===== src/rtl/rxc_pkg.sv =====
package rxc_pkg;
    localparam int REG_W    = 32;
    localparam int ADDR_W   = 8;
    localparam int NUM_FIFO = 3;
    localparam int NUM_IRQ  = 2;

    localparam logic [ADDR_W-1:0] OFS_CTRL  = 8'h00;
    localparam logic [ADDR_W-1:0] OFS_LANES = 8'h04;
    localparam logic [ADDR_W-1:0] OFS_STAT  = 8'h10;
    localparam logic [ADDR_W-1:0] OFS_ACNT  = 8'h14;
    localparam logic [ADDR_W-1:0] OFS_GIE   = 8'h20;
    localparam logic [ADDR_W-1:0] OFS_ISR   = 8'h24;
    localparam logic [ADDR_W-1:0] OFS_IER   = 8'h28;

    localparam int STAT_ACTIVE_BIT = 8;

    typedef enum logic {
        ST_IDLE = 1'b0,
        ST_PKT  = 1'b1
    } pkt_st_e;

    typedef struct packed {
        logic full_rst;
        logic soft_rst;
        logic enable;
    } ctrl_t;
endpackage


===== src/rtl/rxc_sync.sv =====
module rxc_sync #(
    parameter int N = 3
) (
    input  logic         clk,
    input  logic         rst_n,
    input  logic [N-1:0] async_in,
    output logic [N-1:0] level,
    output logic [N-1:0] rise
);
    typedef struct packed {
        logic [N-1:0] s1;
        logic [N-1:0] s2;
        logic [N-1:0] s3;
    } sync_t;

    sync_t sync_d, sync_q;

    always_comb begin
        sync_d    = sync_q;
        sync_d.s1 = async_in;
        sync_d.s2 = sync_q.s1;
        sync_d.s3 = sync_q.s2;
    end

    always_ff @(posedge clk or negedge rst_n) begin
        if (!rst_n) begin
            sync_q <= '0;
        end else begin
            sync_q <= sync_d;
        end
    end

    assign level = sync_q.s2;

    for (genvar g = 0; g < N; g++) begin : g_edge
        assign rise[g] = sync_q.s2[g] & ~sync_q.s3[g];
    end

    // the output level moves only to what the first stage held one cycle before
    p_sync_two_stage_r12: assert property (@(posedge clk) disable iff (!rst_n)
        1'b1 |=> (level == $past(sync_q.s1)));
endmodule


===== src/rtl/rxc_pkt_gate.sv =====
module rxc_pkt_gate
    import rxc_pkg::*;
#(
    parameter int DATA_W = 32
) (
    input  logic              clk,
    input  logic              rst_n,
    input  logic              hold,
    input  logic              in_valid,
    input  logic [DATA_W-1:0] in_data,
    input  logic              in_sop,
    input  logic              in_eop,
    output logic              m_tvalid,
    output logic [DATA_W-1:0] m_tdata,
    output logic              m_tlast,
    output logic [1:0]        m_tuser,
    output logic              abort_evt,
    output logic              hold_edge,
    output logic              pkt_active
);
    typedef struct packed {
        pkt_st_e           st;
        logic              valid;
        logic [DATA_W-1:0] data;
        logic              last;
        logic [1:0]        user;
        logic              hold_prev;
    } gate_t;

    gate_t gate_d, gate_q;

    always_comb begin
        gate_d           = gate_q;
        gate_d.valid     = 1'b0;
        gate_d.data      = '0;
        gate_d.last      = 1'b0;
        gate_d.user      = 2'b00;
        gate_d.hold_prev = hold;
        abort_evt        = 1'b0;
        if (hold) begin
            if (gate_q.st == ST_PKT) begin
                abort_evt    = 1'b1;
                gate_d.valid = 1'b1;
                gate_d.last  = 1'b1;
                gate_d.user  = 2'b10;
            end
            gate_d.st = ST_IDLE;
        end else if (in_valid) begin
            if (gate_q.st == ST_IDLE) begin
                if (in_sop) begin
                    gate_d.valid = 1'b1;
                    gate_d.data  = in_data;
                    gate_d.user  = 2'b01;
                    gate_d.last  = in_eop;
                    gate_d.st    = in_eop ? ST_IDLE : ST_PKT;
                end
            end else begin
                gate_d.valid = 1'b1;
                gate_d.data  = in_data;
                gate_d.last  = in_eop;
                if (in_eop) begin
                    gate_d.st = ST_IDLE;
                end
            end
        end
    end

    always_ff @(posedge clk or negedge rst_n) begin
        if (!rst_n) begin
            gate_q <= '{st: ST_IDLE, valid: 1'b0, data: '0, last: 1'b0,
                        user: 2'b00, hold_prev: 1'b0};
        end else begin
            gate_q <= gate_d;
        end
    end

    assign m_tvalid   = gate_q.valid;
    assign m_tdata    = gate_q.data;
    assign m_tlast    = gate_q.last;
    assign m_tuser    = gate_q.user;
    assign hold_edge  = hold & ~gate_q.hold_prev;
    assign pkt_active = (gate_q.st == ST_PKT);

    // an abort produces one closing beat flagged with the error bit
    p_abort_beat_r7: assert property (@(posedge clk) disable iff (!rst_n)
        abort_evt |=> (m_tvalid && m_tlast && m_tuser == 2'b10));

    // with the core held and nothing open, no beat leaves
    p_hold_silent_r8: assert property (@(posedge clk) disable iff (!rst_n)
        (hold && !pkt_active) |=> !m_tvalid);

    // after a closing error beat no packet is left open
    p_closed_after_abort_r7: assert property (@(posedge clk) disable iff (!rst_n)
        abort_evt |=> !pkt_active);
endmodule


===== src/rtl/rxc_regs.sv =====
module rxc_regs
    import rxc_pkg::*;
#(
    parameter int LANE_W    = 2,
    parameter int CNT_W     = 8,
    parameter int DEF_LANES = 3
) (
    input  logic                clk,
    input  logic                rst_n,
    input  logic                wr_en,
    input  logic                rd_en,
    input  logic [ADDR_W-1:0]   addr,
    input  logic [REG_W-1:0]    wdata,
    input  logic                abort_evt,
    input  logic [NUM_FIFO-1:0] full_lvl,
    input  logic [NUM_FIFO-1:0] full_rise,
    input  logic                pkt_active,
    output logic [REG_W-1:0]    rdata,
    output ctrl_t               ctrl,
    output logic [LANE_W-1:0]   lanes,
    output logic                irq
);
    localparam logic [CNT_W-1:0] CNT_MAX = '1;
    localparam logic [LANE_W-1:0] LANES_RST = LANE_W'(DEF_LANES);

    typedef struct packed {
        ctrl_t               ctrl;
        logic [LANE_W-1:0]   lanes;
        logic                gie;
        logic [NUM_IRQ-1:0]  ier;
        logic [NUM_IRQ-1:0]  isr;
        logic [CNT_W-1:0]    acnt;
        logic [REG_W-1:0]    rdata;
    } regs_t;

    regs_t regs_d, regs_q;
    logic  clr;
    logic [REG_W-1:0] rd_val;

    assign clr = regs_q.ctrl.soft_rst | regs_q.ctrl.full_rst;

    always_comb begin
        rd_val = '0;
        case (addr)
            OFS_CTRL:  rd_val[2:0]          = regs_q.ctrl;
            OFS_LANES: rd_val[LANE_W-1:0]   = regs_q.lanes;
            OFS_STAT: begin
                rd_val[NUM_FIFO-1:0]    = full_lvl;
                rd_val[STAT_ACTIVE_BIT] = pkt_active;
            end
            OFS_ACNT:  rd_val[CNT_W-1:0]    = regs_q.acnt;
            OFS_GIE:   rd_val[0]            = regs_q.gie;
            OFS_ISR:   rd_val[NUM_IRQ-1:0]  = regs_q.isr;
            OFS_IER:   rd_val[NUM_IRQ-1:0]  = regs_q.ier;
            default:   rd_val               = '0;
        endcase
    end

    always_comb begin
        regs_d = regs_q;
        if (wr_en) begin
            case (addr)
                OFS_CTRL:  regs_d.ctrl  = ctrl_t'(wdata[2:0]);
                OFS_LANES: regs_d.lanes = wdata[LANE_W-1:0];
                OFS_GIE:   regs_d.gie   = wdata[0];
                OFS_IER:   regs_d.ier   = wdata[NUM_IRQ-1:0];
                OFS_ISR:   regs_d.isr   = regs_q.isr & ~wdata[NUM_IRQ-1:0];
                default:   ;
            endcase
        end
        if (abort_evt) begin
            regs_d.isr[0] = 1'b1;
            if (regs_q.acnt != CNT_MAX) begin
                regs_d.acnt = regs_q.acnt + 1'b1;
            end
        end
        if (|full_rise) begin
            regs_d.isr[1] = 1'b1;
        end
        if (clr) begin
            regs_d.isr  = '0;
            regs_d.acnt = '0;
        end
        if (rd_en) begin
            regs_d.rdata = rd_val;
        end
    end

    always_ff @(posedge clk or negedge rst_n) begin
        if (!rst_n) begin
            regs_q <= '{ctrl: '{full_rst: 1'b0, soft_rst: 1'b0, enable: 1'b1},
                        lanes: LANES_RST, gie: 1'b0, ier: '0, isr: '0,
                        acnt: '0, rdata: '0};
        end else begin
            regs_q <= regs_d;
        end
    end

    assign rdata = regs_q.rdata;
    assign ctrl  = regs_q.ctrl;
    assign lanes = regs_q.lanes;
    assign irq   = regs_q.gie & |(regs_q.isr & regs_q.ier);

    // a soft or full reset leaves status and count empty on the next cycle
    p_clear_status_r9: assert property (@(posedge clk) disable iff (!rst_n)
        clr |=> (regs_q.isr == '0 && regs_q.acnt == '0));

    // a saturated count stays put until cleared
    p_cnt_saturate_r11: assert property (@(posedge clk) disable iff (!rst_n)
        (regs_q.acnt == CNT_MAX && !clr) |=> (regs_q.acnt == CNT_MAX));

    // settings kept by reset rules change only through a bus write
    p_keep_settings_r9: assert property (@(posedge clk) disable iff (!rst_n)
        !wr_en |=> ($stable(regs_q.ctrl) && $stable(regs_q.lanes)
                    && $stable(regs_q.gie) && $stable(regs_q.ier)));

    // read data holds when no read is issued
    p_rdata_hold_r13: assert property (@(posedge clk) disable iff (!rst_n)
        !rd_en |=> $stable(rdata));
endmodule


===== src/rtl/rxc_ctrl_top.sv =====
module rxc_ctrl_top
    import rxc_pkg::*;
#(
    parameter int DATA_W    = 32,
    parameter int LANE_W    = 2,
    parameter int CNT_W     = 8,
    parameter int DEF_LANES = 3
) (
    input  logic              clk,
    input  logic              rst_n,
    input  logic              reg_wr,
    input  logic              reg_rd,
    input  logic [7:0]        reg_addr,
    input  logic [31:0]       reg_wdata,
    output logic [31:0]       reg_rdata,
    input  logic              in_valid,
    input  logic [DATA_W-1:0] in_data,
    input  logic              in_sop,
    input  logic              in_eop,
    output logic              m_tvalid,
    output logic [DATA_W-1:0] m_tdata,
    output logic              m_tlast,
    output logic [1:0]        m_tuser,
    input  logic [2:0]        fifo_full_async,
    output logic [2:0]        fifo_flush,
    output logic              core_abort,
    output logic              lane_shutdown,
    output logic              phy_reset,
    output logic [LANE_W-1:0] active_lanes,
    output logic              irq
);
    ctrl_t               ctrl;
    logic                hold;
    logic                abort_evt;
    logic                pkt_active;
    logic [NUM_FIFO-1:0] full_lvl;
    logic [NUM_FIFO-1:0] full_rise;

    rxc_sync #(
        .N(NUM_FIFO)
    ) u_sync (
        .clk      (clk),
        .rst_n    (rst_n),
        .async_in (fifo_full_async),
        .level    (full_lvl),
        .rise     (full_rise)
    );

    rxc_regs #(
        .LANE_W    (LANE_W),
        .CNT_W     (CNT_W),
        .DEF_LANES (DEF_LANES)
    ) u_regs (
        .clk        (clk),
        .rst_n      (rst_n),
        .wr_en      (reg_wr),
        .rd_en      (reg_rd),
        .addr       (reg_addr),
        .wdata      (reg_wdata),
        .abort_evt  (abort_evt),
        .full_lvl   (full_lvl),
        .full_rise  (full_rise),
        .pkt_active (pkt_active),
        .rdata      (reg_rdata),
        .ctrl       (ctrl),
        .lanes      (active_lanes),
        .irq        (irq)
    );

    assign hold = ~ctrl.enable | ctrl.soft_rst | ctrl.full_rst;

    rxc_pkt_gate #(
        .DATA_W(DATA_W)
    ) u_gate (
        .clk        (clk),
        .rst_n      (rst_n),
        .hold       (hold),
        .in_valid   (in_valid),
        .in_data    (in_data),
        .in_sop     (in_sop),
        .in_eop     (in_eop),
        .m_tvalid   (m_tvalid),
        .m_tdata    (m_tdata),
        .m_tlast    (m_tlast),
        .m_tuser    (m_tuser),
        .abort_evt  (abort_evt),
        .hold_edge  (core_abort),
        .pkt_active (pkt_active)
    );

    for (genvar g = 0; g < NUM_FIFO; g++) begin : g_flush
        assign fifo_flush[g] = hold;
    end

    assign lane_shutdown = ~ctrl.enable & ~ctrl.soft_rst;
    assign phy_reset     = ctrl.full_rst;

    // the abort request lasts a single cycle
    p_abort_pulse_r4: assert property (@(posedge clk) disable iff (!rst_n)
        core_abort |=> !core_abort);

    // shutdown never coincides with a soft reset
    p_no_shutdown_in_srst_r3: assert property (@(posedge clk) disable iff (!rst_n)
        lane_shutdown |-> !fifo_flush[0] || !ctrl.soft_rst);

    // all flush lines move together
    p_flush_together_r4: assert property (@(posedge clk) disable iff (!rst_n)
        (fifo_flush == 3'b000) || (fifo_flush == 3'b111));
endmodule


===== config.mk =====
export PLATFORM = sky130hd
export DESIGN_NAME = rxc_ctrl_top
export DESIGN_NICKNAME = d
export VERILOG_FILES = /design/src/rtl/rxc_pkg.sv /design/src/rtl/rxc_sync.sv /design/src/rtl/rxc_pkt_gate.sv /design/src/rtl/rxc_regs.sv /design/src/rtl/rxc_ctrl_top.sv
export SDC_FILE = /design/constraint.sdc
export NUM_CORES = 1
export LEC_CHECK = 0
export BUFFER_PORTS_ARGS = -buffer_cell sky130_fd_sc_hd__buf_4
export CORE_MARGIN = 4
export CORE_UTILIZATION = 43
export CTS_CLUSTER_SIZE = 40
export DETAILED_ROUTE_END_ITERATION = 10
export GPL_ROUTABILITY_DRIVEN = 0
export PLACE_DENSITY = 0.8
export SLEW_MARGIN = 20
export SYNTH_ARGS = -nofsm -noshare
export SYNTH_HDL_FRONTEND = slang
export SYNTH_SLANG_ARGS = --single-unit
export TNS_END_PERCENT = 50

===== constraint.sdc =====
create_clock -name clk -period 1.6 [get_ports clk]
set_clock_uncertainty 0.2 [all_clocks]
set_input_delay 0.32 -clock clk [delete_from_list [all_inputs] [get_ports clk]]
set_output_delay 0.32 -clock clk [all_outputs]
set_load 0.1 [all_outputs]

# --- Yosys cells after proc, flatten, opt, wreduce, memory -nomap -nowiden ---
# Index checks and enable logic that the tools add are counted.
totals:
  regBits: 74
  in_bits: 82
  out_inout_bits: 77
  wordCells: 84
op_classes:
  add_sub_neg: 1
  eq_ne: 7
  n_mux: 22
  n_bitwise: 18
  n_reduce_logical: 17
ops:
  columns: ["operator", "count"]
  rows:
  - ["two-way mux 37 bit", 2]
  - ["two-way mux 35 bit", 1]
  - ["two-way mux 32 bit", 1]
  - ["equality test 8 x 6 -> 1 bit, second input constant", 3]
  - ["equality test 8 x 5 -> 1 bit, second input constant", 2]
  - ["AND reduction 2 bit", 7]
  - ["nonzero test 3 bit", 4]
  - ["two-way mux 10 bit", 1]
  - ["two-way mux 9 bit", 1]
  - ["adder 8 x 1 -> 8 bit, second input constant", 1]
  - ["equality test 8 x 3 -> 1 bit, second input constant", 1]
  - ["logical NOT 8 bit", 1]
  - ["two-way mux 2 bit", 4]
  - ["two-way mux 8 bit", 1]
  - ["inequality test 8 bit, second input constant", 1]
  - ["one-hot mux 1 bit (7 select lines)", 1]
  - ["bitwise AND 1 bit", 6]
  - ["two-way mux 3 bit", 2]
  - ["NOT 1 bit", 6]
  - ["one-hot mux 1 bit (6 select lines)", 1]
  - ["nonzero test 2 bit", 3]
  - ["two-way mux 1 bit", 5]
  - ["two-way mux 5 bit", 1]
  - ["bitwise AND 2 bit", 2]
  - ["5 further kinds", 7]

# --- Logic depth before layout (Yosys ltp) ---
# Gate-level depths: netlist of the first run.
depth:
  depth_word: 6
  depth_mapped: 6
  mapped_depth_nobuf: 5

# --- Hierarchy ---
# From an unflattened synthesis of the first run, not the netlist that was laid out.
hier_totals:
  cells_unflattened: 328
  area_unflattened_um2: 3852.4
by_module_without_submodules:
  columns: ["module", "n_inst", "cells_each", "area_per_inst_um2", "seq_area_each_um2"]
  rows:
  - ["rxc_pkt_gate", 1, 122, 1766.7, 950.9]
  - ["rxc_regs", 1, 186, 1761.7, 679.4]
  - ["rxc_sync", 1, 15, 289.0, 225.2]
  - ["rxc_ctrl_top", 1, 5, 35.0, 0.0]

# --- Worst setup path after synthesis of the first run ---
# No wires, ideal clock.
synth_timing:
  path_kind: "register -> output"
  from: "register u_regs.regs_q[49], in the netlist u_regs.ctrl[2]"
  to: "output port core_abort"
  arrival_ps: 2611
  required_ps: 1080
  path_slack_ps: -1531
  path_stages_with_launch: 3
  n_path_buf: 0
  cell_sequence: "dfrtp_1 nor2_1 a21oi_1"
synth_between:
  elab_chain_cells: 2
synth_rtl:
  columns: ["element", "line_no", "text"]
  rows:
  - ["from (decl)", "rxc_regs.sv:36", "regs_t regs_d, regs_q;"]
  - ["from (signal assigned)", "rxc_regs.sv:91", "regs_q <= '{ctrl: '{full_rst: 1'b0, soft_rst: 1'b0, enable: 1'b1},"]
  - ["from (signal assigned)", "rxc_regs.sv:95", "regs_q <= regs_d;"]
  - ["bitwise OR 1 bit", "rxc_ctrl_top.sv:70", "assign hold = ~ctrl.enable | ctrl.soft_rst | ctrl.full_rst;"]
  - ["bitwise AND 1 bit", "rxc_pkt_gate.sv:81", "assign hold_edge = hold & ~gate_q.hold_prev;"]
  - ["to (decl)", "rxc_ctrl_top.sv:26", "output logic core_abort,"]
# Every way passes these cells.

# --- Final worst setup path of the first run ---
layout_timing:
  from: "register u_regs.regs_q[47], in the netlist u_regs.ctrl[0]"
  to: "output port fifo_flush[1]"
layout_between:
  elab_chain_cells: 3
layout_rtl:
  columns: ["element", "line_no", "text"]
  rows:
  - ["NOT 1 bit", "rxc_ctrl_top.sv:70", null]
  - ["bitwise OR 1 bit (2 in a row)", "rxc_ctrl_top.sv:70", null]
  - ["to (decl)", "rxc_ctrl_top.sv:25", "output logic [2:0] fifo_flush,"]
# Every way passes these cells.

==> flow_summary.html, run 1 <==
<table>
<tr><th>Metric</th><th>Value</th></tr>
<tr><th colspan="2">Status</th></tr>
<tr><td>Run status</td><td>finished with violations</td></tr>
<tr><td>Violated checks</td><td>negative setup slack</td></tr>
<tr><th colspan="2">Route</th></tr>
<tr><td>Met2 wire length</td><td>4400 um</td></tr>
<tr><td>Average routed wire per standard cell</td><td>15.0 um</td></tr>
<tr><td>Vias</td><td>2552</td></tr>
<tr><td>Wl on met1</td><td>3170 um</td></tr>
<tr><td>Residual DRC count</td><td>0</td></tr>
<tr><td>Number of DRC violations after detailed-routing iteration 0</td><td>114</td></tr>
<tr><td>Pre-antenna DRT Iters</td><td>4</td></tr>
<tr><td>Routed wire length</td><td>8170 um</td></tr>
<tr><td>Uppermost layer routed</td><td>met4</td></tr>
<tr><td>Detailed-route vias per instance</td><td>4.67</td></tr>
<tr><td>Met3 Routed Length</td><td>423 um</td></tr>
<tr><td>Post-route antenna net violation count</td><td>0</td></tr>
<tr><th colspan="2">Power and ir drop</th></tr>
<tr><td>Power per standard cell area</td><td>869 mW/mm^2</td></tr>
<tr><td>P_leak</td><td>2.49 nW</td></tr>
<tr><td>Total power</td><td>4.29 mW</td></tr>
<tr><td>Worst voltage drop across the vdd grid</td><td>0.527 mV</td></tr>
<tr><th colspan="2">Critical path</th></tr>
<tr><td>Worst endpoint data arrival time</td><td>1520 ps</td></tr>
<tr><td>CP max-delay cell</td><td>dfstp_2</td></tr>
<tr><td>Crit path cell chain</td><td>or3b_4, buf_12</td></tr>
<tr><td>Endpoint required time on the critical path</td><td>1080 ps</td></tr>
<tr><td>Largest stage delay on the critical path</td><td>540 ps</td></tr>
<tr><td>WP buf/inv</td><td>1</td></tr>
<tr><td>Crit path max-delay family</td><td>flip-flops</td></tr>
<tr><td>Maximum fanout along the worst path</td><td>4</td></tr>
<tr><td>Kind of launch point of the worst setup path</td><td>flip-flop</td></tr>
<tr><td>Kind of critical path</td><td>reg -&gt; out</td></tr>
<tr><td>Crit. End Element</td><td>output pin</td></tr>
<tr><th colspan="2">Final layout</th></tr>
<tr><td>Non-filler instance count after layout</td><td>546</td></tr>
<tr><td>Share of layout cells above drive strength 1</td><td>0.396</td></tr>
<tr><td>ANT cells</td><td>0</td></tr>
<tr><td>Area growth from synthesis to layout</td><td>40.0%</td></tr>
<tr><td>Fillers</td><td>629</td></tr>
<tr><td>FF/Latch Area</td><td>0.00186 mm^2</td></tr>
<tr><td>Area of the multi-input gates</td><td>0.00116 mm^2</td></tr>
<tr><td>Layout Nets</td><td>522</td></tr>
<tr><th colspan="2">Floorplanning</th></tr>
<tr><td>Effective utilization at floorplan</td><td>0.449</td></tr>
<tr><td>Num rows</td><td>32</td></tr>
<tr><td>Overall die area</td><td>0.00971 mm^2</td></tr>
<tr><td>Placeable core region</td><td>0.00785 mm^2</td></tr>
<tr><td>I/O pin count</td><td>159</td></tr>
<tr><td>Die Width</td><td>98.6 um</td></tr>
<tr><td>Height of the die</td><td>98.6 um</td></tr>
<tr><th colspan="2">STA</th></tr>
<tr><td>Period Utilization, post-route</td><td>1.28</td></tr>
<tr><td>Number of setup violations in the final report</td><td>55</td></tr>
<tr><td>Final hold violation count</td><td>0</td></tr>
<tr><td>Timing-limited maximum frequency</td><td>490 MHz</td></tr>
<tr><td>Setup WS post-layout</td><td>-443 ps</td></tr>
<tr><td>Final critical delay including setup and external delays</td><td>2040 ps</td></tr>
<tr><td>Unrepaired setup endpoints after global routing</td><td>yes</td></tr>
<tr><td>Pins over their slew limit</td><td>0</td></tr>
<tr><th colspan="2">Yosys</th></tr>
<tr><td>Post-synth top flop</td><td>dfrtp_1</td></tr>
<tr><td>Synthesis Warnings</td><td>0</td></tr>
<tr><td>Area fraction in and, or, nand and nor cells after synthesis</td><td>0.156</td></tr>
<tr><td>Proportion of synthesized flip-flops having asynchronous set or reset</td><td>1.00</td></tr>
<tr><td>Top area cells in the synthesized netlist</td><td>dfrtp_1 (50%), buf_4 (15%), and2_1 (5.7%), dfstp_2 (2.2%), mux2_2 (1.9%)</td></tr>
<tr><td>Largest family of logic cells by synthesized area</td><td>buffers and inverters</td></tr>
<tr><td>Post-synthesis mux area share</td><td>0.0252</td></tr>
<tr><td>Distinct cell type count after synthesis</td><td>52</td></tr>
<tr><td>Number of enable flip-flop cells after synthesis</td><td>0</td></tr>
<tr><td>Commonest cells in the netlist</td><td>buf_4 (71), dfrtp_1 (71), and2_1 (32)</td></tr>
<tr><td>Synthesized instance count</td><td>313</td></tr>
<tr><td>Top cell type by total area after synthesis</td><td>dfrtp_1</td></tr>
<tr><td>Compound-Gate Fraction of Synth Area</td><td>0.0994</td></tr>
<tr><td>Post-synthesis sequential element count</td><td>74</td></tr>
<tr><td>Sequential element share of the synthesized area</td><td>0.526</td></tr>
<tr><td>Xor and xnor fraction of the mapped netlist area</td><td>0.00497</td></tr>
<tr><td>Top cell type's share of synthesized area</td><td>0.504</td></tr>
<tr><td>Mapped Avg Cell Area</td><td>11.3 um^2</td></tr>
<tr><td>Arithmetic-cell share of the synthesized area counting full adders, half adders and majority gates</td><td>0.00355</td></tr>
<tr><td>Post-Synthesis Cell Area</td><td>0.00353 mm^2</td></tr>
<tr><th colspan="2">Global route</th></tr>
<tr><td>Final global-route overflow total</td><td>0</td></tr>
<tr><td>Total routing usage reported by global routing</td><td>0.176</td></tr>
<tr><td>First-pass GRT wire length</td><td>13500 um</td></tr>
<tr><td>Number of global-route vias before repair</td><td>2790</td></tr>
<tr><td>Largest net degree at the start of global routing</td><td>34</td></tr>
<tr><td>Initial antenna violation count</td><td>0</td></tr>
<tr><th colspan="2">Placed design</th></tr>
<tr><td>Quantity of I/O buffers inserted on ports</td><td>106</td></tr>
<tr><td>Worst slack at placement</td><td>-246 ps</td></tr>
<tr><td>Placed insts</td><td>490</td></tr>
<tr><td>Post-detail-place hpwl</td><td>5780 um</td></tr>
<tr><th colspan="2">CTS</th></tr>
<tr><td>Number of CTS-inserted buffers</td><td>9</td></tr>
<tr><td>Clock latency of the later-clocked register in the worst-skew pair</td><td>340 ps</td></tr>
<tr><td>Deepest clock path buffer count</td><td>2</td></tr>
<tr><td>Clock transition at path regs</td><td>70 ps</td></tr>
<tr><td>Clock net sink count</td><td>74</td></tr>
<tr><td>CTS tree</td><td>built</td></tr>
<tr><td>Clock root cell</td><td>clkbuf_8</td></tr>
<tr><td>Number of H-tree branching levels</td><td>3</td></tr>
<tr><th colspan="2">Run</th></tr>
<tr><td>Max-cap check violation count</td><td>0</td></tr>
<tr><th colspan="2">Min path</th></tr>
<tr><td>Path type of the worst min-delay path</td><td>in -&gt; reg</td></tr>
</table>
==> report_power, final <==
group          total, mW  switching [mW]  internal, mW
clock               1.48           0.704         0.772
combinational      0.861           0.570         0.291
sequential          1.95          0.0339          1.92
==> layout make-up <==
cell class | count | area share
clock buffers | 11 | 0.0286
clock inverters | 5 | 0.0127
inverters | 12 | 0.00913
multi-input cells | 169 | 0.235
flip-flops and latches | 74 | 0.377
well taps | 102 | 0.0259
repair buffers | 173 | 0.312
==> flip-flops by register name (all words and copies together) (netlist names) <==
register,count
u_gate.m_tlast,1
u_sync.level,3
u_sync.sync_q,3
u_regs.rdata,9
u_gate.m_tuser,2
u_gate.gate_q,1
u_gate.m_tdata,32
u_gate.pkt_active,1
u_regs.regs_q,13
u_regs.ctrl,3
u_regs.lanes,2
u_sync.sync_d,3
u_gate.m_tvalid,1
==> per-layer routing <==
metal | vias to the layer above | GRT usage
li1 | 1222 | -
met1 | 1219 | 0.201
met2 | 97 | 0.317
met3 | 14 | 0.0361
met4 | 0 | 0.0756
met5 | - | 0
==> cell families (layout without fill, tap and decap cells) <==
kind of cell               count (synthesis)  count (layout)
xor gates and xnor gates                   2               2
AOI/OAI and AO/OA                         48              48
adders and majority gates                  1               1
buffers and inverters                     92             201
other                                      1              23
DFF                                       74              74
and+or+nand+nor                           87              87
muxes                                      8               8
==> final timing paths <==
check	from	end	slack (ps)	cells after the start
max in group asynchronous	rst_n	u_gate.m_tdata[2]	500	3
max	u_regs.ctrl[0]	fifo_flush[1]	-440	2
min	reg_wdata[1]	u_regs.regs_q[43]	20	2
min reg2reg	u_sync.sync_d[4]	u_sync.level[1]	150	0
min in group asynchronous	rst_n	u_gate.m_tdata[16]	170	2
max reg2reg	u_regs.ctrl[0]	u_regs.regs_q[35]	-390	6
==> stage by stage <==
stage	area (um^2)	util	setup TNS, ps	hold WS [ps]
after global routing	4940	0.629	-15980	21.4
final	4940	0.629	-13740	24.0
after detailed placement	4180	0.533	-7170	-0.285
after floorplan	3670	-	-10240	-176
after global placement	4180	0.533	-5230	-4.39
after CTS	4940	0.630	-14780	16.6
==> placed cells by master, fill, tap and decap left out, types with 3 or more instances in the layout <==
cell type      synthesis  final
nor2_4                 1      3
nor3_1                 3      3
a22o_1                 5      5
a21oi_1                9      8
dfrtp_1               71     70
buf_12                 0     11
dlygate4sd3_1          0     39
and2_1                32     32
nand4_1                3      3
a32o_1                 3      3
dfstp_2                3      3
clkbuf_8               0     10
o21ai_0               13     12
conb_1                 1     23
buf_4                 71    122
nand2_1               17     16
nand3_1                6      6
mux2_2                 6      6
nor2_1                 5      3
inv_1                 12     12
and3_1                 4      4
==> what timing repair did <==
action | in CTS | in global routing
hold endpoints to repair | 109 | 0
endpoints found under the setup margin | 53 | 55
resized for setup | 35 | 2
hold buffers | 39 | 0
buffers inserted | 3 | 0
pin swaps | 5 | 0
Note: power is estimated with default switching activity, not from simulation.
==> run 2: changes to the inputs <==
- PLACE_DENSITY: 0.8 -> 0.81
==> flow_summary.html, run 2 (same netlist as run 1, synthesis figures left out) <==
<table>
<tr><th>Metric</th><th>Value</th></tr>
<tr><th colspan="2">Placed design</th></tr>
<tr><td>Placed Instance Area</td><td>0.00420 mm^2</td></tr>
<tr><td>Quantity of I/O buffers inserted on ports</td><td>106</td></tr>
<tr><td>Worst slack at placement</td><td>-214 ps</td></tr>
<tr><td>Post-detail-place hpwl</td><td>5690 um</td></tr>
<tr><th colspan="2">Route</th></tr>
<tr><td>Detailed-route vias per instance</td><td>4.74</td></tr>
<tr><td>Post-route antenna net violation count</td><td>0</td></tr>
<tr><td>Residual DRC count</td><td>0</td></tr>
<tr><td>Routed wire length</td><td>8290 um</td></tr>
<tr><td>Vias</td><td>2635</td></tr>
<tr><td>Number of DRC violations after detailed-routing iteration 0</td><td>113</td></tr>
<tr><td>Pre-antenna DRT Iters</td><td>4</td></tr>
<tr><td>Average routed wire per standard cell</td><td>14.9 um</td></tr>
<tr><th colspan="2">STA</th></tr>
<tr><td>Pins over their slew limit</td><td>0</td></tr>
<tr><td>Final critical delay including setup and external delays</td><td>2040 ps</td></tr>
<tr><td>Number of setup violations in the final report</td><td>56</td></tr>
<tr><td>Final hold violation count</td><td>0</td></tr>
<tr><td>Setup WS post-layout</td><td>-440 ps</td></tr>
<tr><td>Unrepaired setup endpoints after global routing</td><td>yes</td></tr>
<tr><td>Timing-limited maximum frequency</td><td>490 MHz</td></tr>
<tr><td>Period Utilization, post-route</td><td>1.27</td></tr>
<tr><th colspan="2">Floorplanning</th></tr>
<tr><td>Die Width</td><td>98.6 um</td></tr>
<tr><td>Height of the die</td><td>98.6 um</td></tr>
<tr><td>Effective utilization at floorplan</td><td>0.449</td></tr>
<tr><td>Overall die area</td><td>0.00971 mm^2</td></tr>
<tr><td>I/O pin count</td><td>159</td></tr>
<tr><td>Placeable core region</td><td>0.00785 mm^2</td></tr>
<tr><td>Num rows</td><td>32</td></tr>
<tr><th colspan="2">Critical path</th></tr>
<tr><td>Kind of launch point of the worst setup path</td><td>flip-flop</td></tr>
<tr><td>Worst endpoint data arrival time</td><td>1520 ps</td></tr>
<tr><td>Critical path startpoint</td><td>u_regs.ctrl[0]</td></tr>
<tr><td>Kind of critical path</td><td>reg -&gt; out</td></tr>
<tr><td>Endpoint required time on the critical path</td><td>1080 ps</td></tr>
<tr><td>Maximum fanout along the worst path</td><td>4</td></tr>
<tr><td>Crit. End Element</td><td>output pin</td></tr>
<tr><td>Critical R2R Launch</td><td>u_regs.ctrl[0]</td></tr>
<tr><th colspan="2">Final layout</th></tr>
<tr><td>Share of layout cells above drive strength 1</td><td>0.414</td></tr>
<tr><td>Area of all placed cells without fillers</td><td>0.00502 mm^2</td></tr>
<tr><td>Area growth from synthesis to layout</td><td>42.5%</td></tr>
<tr><td>ANT cells</td><td>0</td></tr>
<tr><td>Most used cells in the layout excluding fill and tap cells</td><td>buf_4 (127), dfrtp_1 (70), dlygate4sd3_1 (39)</td></tr>
<tr><td>Layout Nets</td><td>532</td></tr>
<tr><td>Final Core Density</td><td>0.640</td></tr>
<tr><td>Fillers</td><td>626</td></tr>
<tr><td>Flip-flop count of the largest register after layout</td><td>32</td></tr>
<tr><td>Most common library cell in the layout ignoring fill and taps</td><td>buf_4</td></tr>
<tr><th colspan="2">Run</th></tr>
<tr><td>Max-cap check violation count</td><td>0</td></tr>
<tr><th colspan="2">CTS</th></tr>
<tr><td>CTS tree</td><td>built</td></tr>
<tr><td>Deepest clock path buffer count</td><td>2</td></tr>
<tr><td>Number of CTS-inserted buffers</td><td>9</td></tr>
<tr><td>Number of H-tree branching levels</td><td>3</td></tr>
<tr><td>Clock net sink count</td><td>74</td></tr>
<tr><td>Clock root cell</td><td>clkbuf_8</td></tr>
<tr><td>Clock latency of the later-clocked register in the worst-skew pair</td><td>340 ps</td></tr>
<tr><td>Clock transition at path regs</td><td>70 ps</td></tr>
<tr><th colspan="2">Power and ir drop</th></tr>
<tr><td>Power per standard cell area</td><td>837 mW/mm^2</td></tr>
<tr><td>P_leak</td><td>2.55 nW</td></tr>
<tr><td>Total power</td><td>4.21 mW</td></tr>
<tr><td>Worst voltage drop across the vdd grid</td><td>0.556 mV</td></tr>
<tr><th colspan="2">Global route</th></tr>
<tr><td>Total routing usage reported by global routing</td><td>0.174</td></tr>
<tr><td>First-pass GRT wire length</td><td>13200 um</td></tr>
<tr><td>Final global-route overflow total</td><td>0</td></tr>
<tr><td>Number of global-route vias before repair</td><td>2724</td></tr>
<tr><td>Initial antenna violation count</td><td>0</td></tr>
<tr><td>Largest net degree at the start of global routing</td><td>44</td></tr>
<tr><th colspan="2">Min path</th></tr>
<tr><td>Launch point of the worst hold path</td><td>reg_wdata[1]</td></tr>
<tr><td>Path type of the worst min-delay path</td><td>in -&gt; reg</td></tr>
<tr><th colspan="2">Status</th></tr>
<tr><td>Run status</td><td>finished with violations</td></tr>
<tr><td>Violated checks</td><td>negative setup slack</td></tr>
</table>
run 2: changes by cell type in the layout (fill, tap and decap cells not counted), moves of 2 or more:
cell	previous run	this run
buf_6	1	5
clkbuf_8	10	12
buf_4	122	127
clkinv_2	0	2
run 2: final cells by class:
cell class / instances / area [um^2] / share of cell area
Tap cell: 102 / 128 / 0.0254
Clock buffer: 12 / 165 / 0.0329
Timing Repair Buffer: 183 / 1650 / 0.328
Clock inverter: 4 / 25.0 / 0.00498
Sequential cell: 74 / 1860 / 0.370
Multi-Input combinational cell: 169 / 1150 / 0.230
Inverter: 12 / 45.0 / 0.00896
run 2: stage by stage:
| stage | hold slack [ps] | instances | TNS, ps |
|---|---|---|---|
| final | 14.7 | 556 | -15130 |
| after global placement | 13.8 | 492 | -5210 |
| after CTS | 1.72 | 557 | -16580 |
| after global routing | 0.778 | 556 | -19410 |
| after detailed placement | 18.2 | 492 | -6700 |
| after floorplan | -176 | 335 | -10240 |
run 2: path summary, 6_finish.rpt:
path / end / slack, ps / cells past startpoint
setup / recovery: fifo_flush[1] / -440 / 2
max in group asynchronous: u_regs.ctrl[0] / 480 / 3
hold / removal: u_regs.regs_q[43] / 10 / 2
hold reg to reg: u_sync.level[0] / 150 / 0
min in group asynchronous: u_gate.m_tdata[11] / 200 / 2
setup reg to reg: u_gate.m_tdata[15] / -350 / 5
run 2: timing repair:
action | in CTS | in global routing
hold endpoints to repair | 111 | 0
gates resized for setup | 38 | 4
buffers inserted | 9 | 0
pin swaps | 4 | 0
hold buffers | 39 | 0
setup endpoints to repair | 53 | 57
gates cloned | 1 | 0
run 2: metal layers:
layer  up-vias  GRT usage  part of all wire
met2        93      0.308              0.54
met3        21     0.0432             0.051
li1       1241          -                 -
met4         0     0.0788             0.027
met1      1280      0.197              0.39
met5         -          0                 0
run 2: worst max-delay path, stage by stage, from the launching register on:
cell and delay, ps:
dfstp_2 530, or3b_4 450, buf_12 200
run 2: power by group:
| group | internal, mW | switching (mW) | total (mW) | leakage (nW) |
|---|---|---|---|---|
| clock | 0.685 | 0.677 | 1.36 | 0.0944 |
| sequential | 1.92 | 0.0345 | 1.95 | 0.988 |
| combinational | 0.313 | 0.578 | 0.891 | 1.47 |
| total | 2.92 | 1.29 | 4.21 | 2.55 |
==> run 3: changes to the inputs <==
- CORE_MARGIN: 4 -> unset
==> flow_summary.html, run 3 (same netlist as run 1, synthesis figures left out) <==
<table>
<tr><th>Metric</th><th>Value</th></tr>
<tr><th colspan="2">Status</th></tr>
<tr><td>Run status</td><td>finished with violations</td></tr>
<tr><td>Violated checks</td><td>negative setup slack</td></tr>
<tr><th colspan="2">Floorplanning</th></tr>
<tr><td>Effective utilization at floorplan</td><td>0.449</td></tr>
<tr><td>I/O pin count</td><td>159</td></tr>
<tr><td>Placeable core region</td><td>0.00785 mm^2</td></tr>
<tr><td>Num rows</td><td>32</td></tr>
<tr><td>Height of the die</td><td>92.6 um</td></tr>
<tr><td>Overall die area</td><td>0.00857 mm^2</td></tr>
<tr><td>Die Width</td><td>92.6 um</td></tr>
<tr><th colspan="2">Route</th></tr>
<tr><td>Vias</td><td>2632</td></tr>
<tr><td>Detailed-route vias per instance</td><td>4.75</td></tr>
<tr><td>Average routed wire per standard cell</td><td>14.6 um</td></tr>
<tr><td>Number of DRC violations after detailed-routing iteration 0</td><td>100</td></tr>
<tr><td>Post-route antenna net violation count</td><td>0</td></tr>
<tr><td>Residual DRC count</td><td>0</td></tr>
<tr><td>Pre-antenna DRT Iters</td><td>4</td></tr>
<tr><td>Routed wire length</td><td>8110 um</td></tr>
<tr><th colspan="2">Final layout</th></tr>
<tr><td>Layout Nets</td><td>530</td></tr>
<tr><td>Fillers</td><td>606</td></tr>
<tr><td>Flip-flop count of the largest register after layout</td><td>32</td></tr>
<tr><td>Share of layout cells above drive strength 1</td><td>0.409</td></tr>
<tr><td>Most used cells in the layout excluding fill and tap cells</td><td>buf_4 (128), dfrtp_1 (70), dlygate4sd3_1 (39)</td></tr>
<tr><td>Final Core Density</td><td>0.635</td></tr>
<tr><td>Most common library cell in the layout ignoring fill and taps</td><td>buf_4</td></tr>
<tr><td>ANT cells</td><td>0</td></tr>
<tr><td>Area growth from synthesis to layout</td><td>41.4%</td></tr>
<tr><td>Non-filler instance count after layout</td><td>554</td></tr>
<tr><td>FF/Latch Area</td><td>0.00186 mm^2</td></tr>
<tr><td>Area of the multi-input gates</td><td>0.00117 mm^2</td></tr>
<tr><th colspan="2">STA</th></tr>
<tr><td>Final hold violation count</td><td>0</td></tr>
<tr><td>Unrepaired setup endpoints after global routing</td><td>yes</td></tr>
<tr><td>Pins over their slew limit</td><td>0</td></tr>
<tr><td>Period Utilization, post-route</td><td>1.28</td></tr>
<tr><td>Number of setup violations in the final report</td><td>56</td></tr>
<tr><td>Setup WS post-layout</td><td>-446 ps</td></tr>
<tr><td>Setup Total Neg Slack</td><td>-15390 ps</td></tr>
<tr><td>Final critical delay including setup and external delays</td><td>2050 ps</td></tr>
<tr><td>Smallest hold slack</td><td>25.1 ps</td></tr>
<tr><td>Timing-limited maximum frequency</td><td>489 MHz</td></tr>
<tr><th colspan="2">CTS</th></tr>
<tr><td>Clock net sink count</td><td>74</td></tr>
<tr><td>CTS tree</td><td>built</td></tr>
<tr><td>Clock latency of the later-clocked register in the worst-skew pair</td><td>340 ps</td></tr>
<tr><td>Deepest clock path buffer count</td><td>2</td></tr>
<tr><td>Number of H-tree branching levels</td><td>3</td></tr>
<tr><td>Number of CTS-inserted buffers</td><td>9</td></tr>
<tr><td>Clock transition at path regs</td><td>70 ps</td></tr>
<tr><td>Clock root cell</td><td>clkbuf_8</td></tr>
<tr><th colspan="2">Min path</th></tr>
<tr><td>Launch point of the worst hold path</td><td>reg_wdata[0]</td></tr>
<tr><td>Endpoint of the worst hold-timing path</td><td>u_regs.regs_q[42]</td></tr>
<tr><td>Hold Path Depth</td><td>2</td></tr>
<tr><td>Path type of the worst min-delay path</td><td>in -&gt; reg</td></tr>
<tr><th colspan="2">Critical path</th></tr>
<tr><td>Maximum fanout along the worst path</td><td>4</td></tr>
<tr><td>WP buf/inv</td><td>1</td></tr>
<tr><td>Critical R2R Launch</td><td>u_regs.ctrl[0]</td></tr>
<tr><td>Worst reg2reg path depth</td><td>6</td></tr>
<tr><td>Number of cells on the critical path</td><td>2</td></tr>
<tr><td>Crit path cell chain</td><td>or3b_4, buf_12</td></tr>
<tr><td>CP max-delay cell</td><td>dfstp_2</td></tr>
<tr><td>Kind of critical path</td><td>reg -&gt; out</td></tr>
<tr><td>Crit. End Element</td><td>output pin</td></tr>
<tr><td>Worst endpoint data arrival time</td><td>1530 ps</td></tr>
<tr><td>Endpoint required time on the critical path</td><td>1080 ps</td></tr>
<tr><td>End of the worst register-to-register path</td><td>u_regs.regs_q[35]</td></tr>
<tr><td>Worst reg-to-reg setup slack</td><td>-360 ps</td></tr>
<tr><td>Largest stage delay on the critical path</td><td>530 ps</td></tr>
<tr><td>Crit path max-delay family</td><td>flip-flops</td></tr>
<tr><td>Kind of launch point of the worst setup path</td><td>flip-flop</td></tr>
<tr><th colspan="2">Global route</th></tr>
<tr><td>Largest net degree at the start of global routing</td><td>45</td></tr>
<tr><td>First-pass GRT wire length</td><td>13400 um</td></tr>
<tr><td>Final global-route overflow total</td><td>0</td></tr>
<tr><td>Initial antenna violation count</td><td>0</td></tr>
<tr><td>Number of global-route vias before repair</td><td>2815</td></tr>
<tr><td>Total routing usage reported by global routing</td><td>0.206</td></tr>
<tr><th colspan="2">Power and ir drop</th></tr>
<tr><td>P_leak</td><td>2.52 nW</td></tr>
<tr><td>Total power</td><td>4.08 mW</td></tr>
<tr><td>Power per standard cell area</td><td>818 mW/mm^2</td></tr>
<tr><td>Worst voltage drop across the vdd grid</td><td>0.484 mV</td></tr>
<tr><th colspan="2">Run</th></tr>
<tr><td>Max-cap check violation count</td><td>0</td></tr>
<tr><th colspan="2">Placed design</th></tr>
<tr><td>Post-detail-place hpwl</td><td>5400 um</td></tr>
<tr><td>Quantity of I/O buffers inserted on ports</td><td>106</td></tr>
<tr><td>Placed insts</td><td>494</td></tr>
</table>
-- run 3: layout make-up --
cell class / instances / share of cell area
Timing Repair Buffer: 181 / 0.325
Clock inverter: 4 / 0.00577
Tap cell: 102 / 0.0256
Multi-Input combinational cell: 169 / 0.234
Clock buffer: 12 / 0.0271
Inverter: 12 / 0.00903
Sequential cell: 74 / 0.373
-- run 3: power by group --
part           leakage [nW]  total, mW  switching (mW)  internal (mW)
clock network        0.0766       1.24           0.676          0.564
logic                  1.46      0.884           0.576          0.308
registers             0.988       1.95          0.0343           1.92
-- run 3: metrics by stage --
stage / area (um^2) / setup WS (ps)
after detailed placement: 4210 / -206
final: 4990 / -446
after global routing: 4990 / -479
after floorplan: 3670 / -270
after global placement: 4210 / -199
after CTS: 4980 / -485
-- run 3: worst max path at each step --
stage                              endpoint      startpoint
after floorplan               fifo_flush[0]  u_regs.ctrl[2]
after global placement        fifo_flush[1]  u_regs.ctrl[0]
after detailed placement  u_regs.regs_q[35]  u_regs.ctrl[0]
after CTS                     fifo_flush[2]  u_regs.ctrl[0]
after global routing          fifo_flush[2]  u_regs.ctrl[0]
final                         fifo_flush[2]  u_regs.ctrl[0]
-- run 3: routing by layer --
layer	vias to the layer above	track usage	wire (um)
met2	87	0.372	4410
met4	0	0.0951	245
met5	-	0	0
li1	1244	-	-
met1	1281	0.226	3070
met3	20	0.0509	376
-- run 3: repair_timing --
action / 4_1_cts / 5_1_grt
setup endpoints to repair: 55 / 56
hold endpoints to repair: 110 / 1
gates cloned: 1 / 0
pin swaps: 5 / 0
buffers inserted: 5 / 0
hold buffers: 38 / 1
gates resized for setup: 41 / 1
